$ cat src/rtl/dmsa_pkg.sv
package dmsa_pkg;
  // Strobes from control to datapath
  typedef struct packed {
    logic load;   // accepted operation: capture result
    logic accum;  // addend in use, overflow check active
  } strobe_t;
endpackage

$ cat src/rtl/dmsa_ctrl.sv
module dmsa_ctrl
  import dmsa_pkg::*;
(
  input  logic    clk,
  input  logic    rst,
  input  logic    inValid,
  input  logic    condPass,
  input  logic    mulOnly,
  input  logic    clrSat,
  input  logic    ovf,
  output strobe_t strobe,
  output logic    satFlag,
  output logic    outValid
);
  always_comb begin
    strobe.load  = inValid && condPass;
    strobe.accum = !mulOnly;
  end

  always_ff @(posedge clk) begin
    if (rst) begin
      satFlag  <= 1'b0;
      outValid <= 1'b0;
    end else begin
      outValid <= strobe.load;
      if (strobe.load && ovf) satFlag <= 1'b1;   // a set beats a clear on the same edge
      else if (clrSat)        satFlag <= 1'b0;
    end
  end
endmodule

$ cat src/rtl/dmsa_datapath.sv
module dmsa_datapath
  import dmsa_pkg::*;
#(
  parameter int HALF_W = 16
) (
  input  logic                  clk,
  input  logic                  rst,
  input  strobe_t               strobe,
  input  logic                  swapHalves,
  input  logic [2*HALF_W-1:0]   opA,
  input  logic [2*HALF_W-1:0]   opB,
  input  logic [2*HALF_W-1:0]   addend,
  output logic                  ovf,
  output logic [2*HALF_W-1:0]   result
);
  localparam int WORD_W  = 2 * HALF_W;
  localparam int PROD_W  = 2 * HALF_W;
  localparam int GUARD_W = 2;
  localparam int EXT_W   = WORD_W + GUARD_W;
  localparam int LANES   = 2;

  logic [WORD_W-1:0] bSel;
  assign bSel = swapHalves ? {opB[HALF_W-1:0], opB[WORD_W-1:HALF_W]} : opB;

  logic signed [EXT_W-1:0] prodExt [LANES];

  for (genvar g = 0; g < LANES; g++) begin : g_lane
    logic signed [PROD_W-1:0] prod;
    assign prod       = $signed(opA[g*HALF_W +: HALF_W]) * $signed(bSel[g*HALF_W +: HALF_W]);
    assign prodExt[g] = EXT_W'(prod);
  end

  logic signed [EXT_W-1:0] diffExt, addExt, sumExt;
  always_comb begin
    diffExt = prodExt[0] - prodExt[1];
    addExt  = strobe.accum ? EXT_W'($signed(addend)) : '0;
    sumExt  = diffExt + addExt;
    ovf     = strobe.accum &&
              (sumExt[EXT_W-1:WORD_W] != {GUARD_W{sumExt[WORD_W-1]}});
  end

  always_ff @(posedge clk) begin
    if (rst)              result <= '0;
    else if (strobe.load) result <= sumExt[WORD_W-1:0];
  end
endmodule

$ cat src/rtl/dual_mul_sub_acc.sv
module dual_mul_sub_acc
  import dmsa_pkg::*;
#(
  parameter int HALF_W = 16
) (
  input  logic                clk,
  input  logic                rst,
  input  logic                inValid,
  input  logic                condPass,
  input  logic                swapHalves,
  input  logic                mulOnly,
  input  logic                clrSat,
  input  logic [2*HALF_W-1:0] opA,
  input  logic [2*HALF_W-1:0] opB,
  input  logic [2*HALF_W-1:0] addend,
  output logic                outValid,
  output logic [2*HALF_W-1:0] result,
  output logic                satFlag
);
  strobe_t strobe;
  logic    ovf;

  dmsa_ctrl u_ctrl (
    .clk(clk), .rst(rst), .inValid(inValid), .condPass(condPass),
    .mulOnly(mulOnly), .clrSat(clrSat), .ovf(ovf),
    .strobe(strobe), .satFlag(satFlag), .outValid(outValid)
  );

  dmsa_datapath #(.HALF_W(HALF_W)) u_dp (
    .clk(clk), .rst(rst), .strobe(strobe), .swapHalves(swapHalves),
    .opA(opA), .opB(opB), .addend(addend), .ovf(ovf), .result(result)
  );
endmodule

$ cat config.mk
export PLATFORM = sky130hd
export DESIGN_NAME = dual_mul_sub_acc
export DESIGN_NICKNAME = d
export VERILOG_FILES = /design/src/rtl/dmsa_pkg.sv /design/src/rtl/dmsa_ctrl.sv /design/src/rtl/dmsa_datapath.sv /design/src/rtl/dual_mul_sub_acc.sv
export SDC_FILE = /design/constraint.sdc
export NUM_CORES = 2
export LEC_CHECK = 0
export BUFFER_PORTS_ARGS = -buffer_cell sky130_fd_sc_hd__buf_2
export CELL_PAD_IN_SITES_DETAIL_PLACEMENT = 2
export CELL_PAD_IN_SITES_GLOBAL_PLACEMENT = 2
export CORE_MARGIN = 5
export CORE_UTILIZATION = 41
export CTS_CLUSTER_DIAMETER = 80
export DETAILED_ROUTE_END_ITERATION = 8
export GPL_TIMING_DRIVEN = 1
export PLACE_DENSITY = 0.91
export SKIP_CTS_REPAIR_TIMING = 1
export SYNTH_ARGS = -nofsm -noshare
export SYNTH_HDL_FRONTEND = slang
export SYNTH_SLANG_ARGS = --single-unit
$ cat constraint.sdc
create_clock -name clk -period 11.2 [get_ports clk]
set_input_delay 0 -clock clk [delete_from_list [all_inputs] [get_ports clk]]
set_output_delay 0 -clock clk [all_outputs]
set_load 0.05 [all_outputs]
# Word-level counts from Yosys, hierarchy flattened
# Cells that the tools add are included.
# W data, S select, Z words.
# word_totals
inputBits,103
reg_bits,34
elab_cells,17
out_inout_bits,34
# classes
eq_ne,1
n_mux,4
mul,2
n_reduce_logical,5
n_addsub,2
# op_table
op,n
$mul A16 B16 Y32,2
$add A34 B34 Y34,1
$mux W34,1
$sub A32 B32 Y33,1
$mux W32,1
$logic_and A1 B1 Y1,3
$mux W1,2
$ne A2 B2 Y1,1
$reduce_bool A2 Y1,1
$logic_not A1 Y1,1

# Longest topological paths before layout
# depth
depth_word,8
mapped_depth,43
mapped_depth_nobuf,38

# By module
# Synthesis repeated with hierarchy kept, for this count alone.
# unflattened
cells_unflattened,2474
area_unflattened_um2,23421.2
# by_module_without_submodules
mod,area_per_inst_um2,cells_per_inst,instances
dmsa_datapath,23338.6,2466,1
dmsa_ctrl,82.6,8,1

# Worst setup path before layout
# Ideal clock, no wire load.
# synth_timing
path_type,input port to flip-flop
start,input port swapHalves
end,register u_ctrl.satFlag
path_slack_ns,1.214
path_stages,38
path_buffers,4
arrival_time_ns,9.926
t_required_ns,11.140
setup_time_ns,0.060
cell_sequence,clkbuf_1 clkbuf_1 clkbuf_1 mux2_2 nand2_1 inv_1 fa_1 inv_1 fa_1 inv_1 fa_1 inv_1 fa_1 fa_1 fa_1 fa_1 inv_1 fa_1 (+2 left out) a21o_1 a21o_1 a21o_1 a21o_1 a221o_1 o41a_1 a221o_1 a21oi_2 xnor2_1 ha_1 buf_1 nor2b_1 a211o_1 a21oi_1 o21ai_0 o221a_2 a22oi_1 a22o_1
# synth_between
elab_chain_len,8
# synth_lines
element,line_no,source
from (decl),dual_mul_sub_acc.sv:10,"input logic swapHalves,"
$mux W32 *,dmsa_datapath.sv:23,"assign bSel = swapHalves ? {opB[HALF_W-1:0], opB[WORD_W-1:HALF_W]} : opB;"
$mul A16 B16 Y32,dmsa_datapath.sv:29,assign prod = $signed(opA[g*HALF_W +: HALF_W]) * $signed(bSel[g*HALF_W +: HALF_W]);
$sub A32 B32 Y33 *,dmsa_datapath.sv:35,diffExt = prodExt[0] - prodExt[1];
$add A34 B34 Y34 *,dmsa_datapath.sv:37,sumExt = diffExt + addExt;
$ne A2 B2 Y1 *,dmsa_datapath.sv:39,(sumExt[EXT_W-1:WORD_W] != {GUARD_W{sumExt[WORD_W-1]}});
$logic_and A1 B1 Y1 *,dmsa_datapath.sv:38,ovf = strobe.accum &&
$logic_and A1 B1 Y1 *,dmsa_ctrl.sv:26,if (strobe.load && ovf) satFlag <= 1'b1;
$mux W1 / $reduce_bool A2 Y1 (equally long branches),-,
to (signal assigned),dmsa_ctrl.sv:22,satFlag <= 1'b0;
to (signal assigned),dmsa_ctrl.sv:26,
to (signal assigned),dmsa_ctrl.sv:27,else if (clrSat) satFlag <= 1'b0;
to (decl),dmsa_ctrl.sv:12,"output logic satFlag,"
# Mark *: on every way between the ends. The rest lies on a longest branch, timed or not.
# A chain may end at the register's enable or synchronous reset.

# Final worst setup path
# Same ends and word-level chain as after synthesis.

==> impl_metrics.csv <==
group,metric,value,unit
run_status,status,"finished, final reports clean",
yosys,yosysWarnings,0,
yosys,synth-compound-area-share,0.0582,
routing,drt-vias-per-instance,5.45,
global_routing,grt_pass1_vias,23230,
yosys,synth-adder-area-share,0.599,
yosys,synth-simple-area-share,0.151,
critical_path,critPathBufInv,8,
global_routing,grt_first_pass_wirelength,145000,µm
yosys,syn_nets,3491,
yosys,synthArstFlopShare,0,
clocking,clkTransAtPathRegs,0.05,ns
critical_path,critical_path_depth,34,
worst_hold_path,min-delay-start,"clrSat",
critical_path,required,11.37,ns
sta,totalNegativeSetupSlack,0,ns
critical_path,r2r_end,"u_dp.result[12]",
sta,layout_min_cycle_time,10.33,ns
critical_path,max_stage_delay,0.95,ns
floorplan,row_count,88,
sta,period_share,0.922,
yosys,syn_avg_cell_area,9.12,µm²
yosys,syn_area,23800,µm²
sta,tightest_slew,1.02,ns
run,maxCapViolCount,0,
floorplan,die-width,251,µm
yosys,synthTopCellsByArea,"fa_1 (50%), inv_1 (11%), ha_1 (10%), and2_1 (5.4%), nand2_1 (4.3%)",
floorplan,start_util,0.413,
yosys,synth_edf_count,0,
clocking,clock-sinks,34,
sta,finClkSkew,0,ns
yosys,synth_top_cells_by_count,"inv_1 (670), fa_1 (590), nand2_1 (275)",
critical_path,worstSetupEndpointType,"flip-flop",
placement,io_buffers,136,
yosys,synth_xor_area_frac,0.0275,
global_routing,grt_usage,0.301,
sta,hold_violations,0,
worst_hold_path,hp-class,"in2reg",
sta,setup_violations,0,
layout,fillerInstances,6299,
critical_path,worstPathArrival,10.50,ns
placement,place_area,25200,µm²
layout,n_antenna_cell,0,
yosys,synth.most_common_cell,"inv_1",
routing,drc_errors,0,
critical_path,endpoint,"u_ctrl.satFlag",
routing,drtIter0Drc,997,
yosys,synth-main-ff-cell,"dfxtp_1",
critical_path,reg2reg_slack,10.42,ns
critical_path,critPathLaunchType,"primary input",
sta,fmax,96.8,MHz
layout,fin_nets,3560,
critical_path,cp-startpoint,"swapHalves",
floorplan,core-area,57600,µm²
critical_path,path_max_fanout,17,
clocking,cts_tree,"done",
floorplan,dieArea,62900,µm²
yosys,ys_types,60,
layout,area_growth,6.64,%
routing,dr.pass1.iters,5,
yosys,synth-seq-cells,34,
layout,drive_gt1_frac,0.0785,
routing,postRouteAntennaNets,0,
critical_path,path_delay_family,"adder cells",
global_routing,antenna_found_initial,0,
placement,dp_hpwl,84900,µm
sta,relSlewSlack,0.309,
floorplan,num_io_pins,137,
placement,place.gp.congestion,0.864,
yosys,synth_top_family_by_area,"adder cells",
sta,drv_slew,0,
yosys,yosysTopAreaCellShare,0.497,
critical_path,regToRegStartpoint,"u_dp.result[12]",
critical_path,worstRegToRegCells,2,
global_routing,grt_max_degree,39,
critical_path,crit_path_top_delay_cell,"o311ai_0",
yosys,ys_seq_area_frac,0.0287,
yosys,synth_top_cell_by_area,"fa_1",
critical_path,cp_common_cell,"fa_1",
floorplan,die_h,251,µm
global_routing,gr-total-overflow,0,
routing,num_vias,18748,
routing,routed_wl,95300,µm
routing,wl_per_cell,27.7,µm
clocking,cts_buffers,5,
clocking,cts_buffer_depth,2,
yosys,synth_mux_area_frac,0.0157,
clocking,clk_latency,0.27,ns
layout,stdcell_area,25300,µm²
clocking,cts-root-buf,"clkbuf_16",
clocking,htree_levels,2,
yosys,syn_inst,2604,
critical_path,critical_path_class,"in2reg",
sta,rsz0062_at_grt,"no",
[placed cells by master, fill, tap and decap left out, types with 6 or more instances in the layout]
cell / n
a211oi_1: 14
a21o_1: 27
a21oi_1: 72
a31oi_1: 6
and2_1: 205
buf_2: 136
buf_4: 12
dfxtp_1: 34
fa_1: 590
ha_1: 194
inv_1: 670
mux2_2: 27
nand2_1: 275
nand2b_1: 13
nand3_1: 18
nor2_1: 60
nor2b_1: 94
nor3_1: 8
o21a_1: 11
o21ai_0: 32
o21bai_1: 10
or2_2: 15
xnor2_1: 59
xor2_1: 13
[worst register-to-register path: cells and delay by family, from the launching register on]
kind	cells	cell delay [ns]
flops	1	0.35
simple gates	1	0.06
compound gates	1	0.26
[layout make-up]
type | instances | area [µm²] | share of cell area
Multi-Input combinational cell | 1814 | 20200 | 0.799
Inverter | 670 | 2510 | 0.0993
Tap cell | 765 | 957 | 0.0378
Timing Repair Buffer | 148 | 771 | 0.0304
Sequential cell | 34 | 681 | 0.0269
Clock buffer | 5 | 125 | 0.00494
Clock inverter | 3 | 40.0 | 0.00158
[stage by stage]
stage	worst slack, ns	instances	hold WS [ns]	util
5_1_grt	0.449	3439	0.0675	0.440
6_report	0.869	3439	0.0609	0.440
3_3_place_gp	1.40	3431	0.346	0.437
2_1_floorplan	1.21	2604	0.222	-
4_1_cts	1.03	3439	0.0546	0.440
3_5_place_dp	0.742	3431	0.352	0.437
[worst min path at each step]
stage	endpoint	cells after the start	slack, ns
finish	u_ctrl.satFlag	3	0.06
global route	u_ctrl.satFlag	3	0.07
CTS	u_ctrl.satFlag	3	0.05
detailed placement	u_ctrl.satFlag	3	0.35
global placement	u_ctrl.satFlag	3	0.35
floorplan	u_ctrl.satFlag	2	0.22
[per-layer routing]
metal | track usage | vias up | wire [µm]
met5 | 0 | - | 0
met2 | 0.562 | 710 | 50000
li1 | - | 7792 | -
met3 | 0.0364 | 275 | 4370
met4 | 0.117 | 0 | 4600
met1 | 0.354 | 9971 | 36400
[flip-flops by register name, summed over array words and instances (netlist names)]
| signal | cells |
|---|---|
| u_ctrl.outValid | 1 |
| u_dp.result | 32 |
| u_ctrl.satFlag | 1 |
[logic make-up (layout without fill, tap and decap cells)]
family | count (synthesis) | in the layout
compound gates | 213 | 213
mux | 34 | 34
simple gates | 710 | 710
flops | 34 | 34
xor+xnor | 73 | 73
buf+inv | 756 | 826
fa+ha+maj | 784 | 784
Power is not shown: default switching activity piles up to over one toggle a cycle in this logic, so the estimate is an artifact.
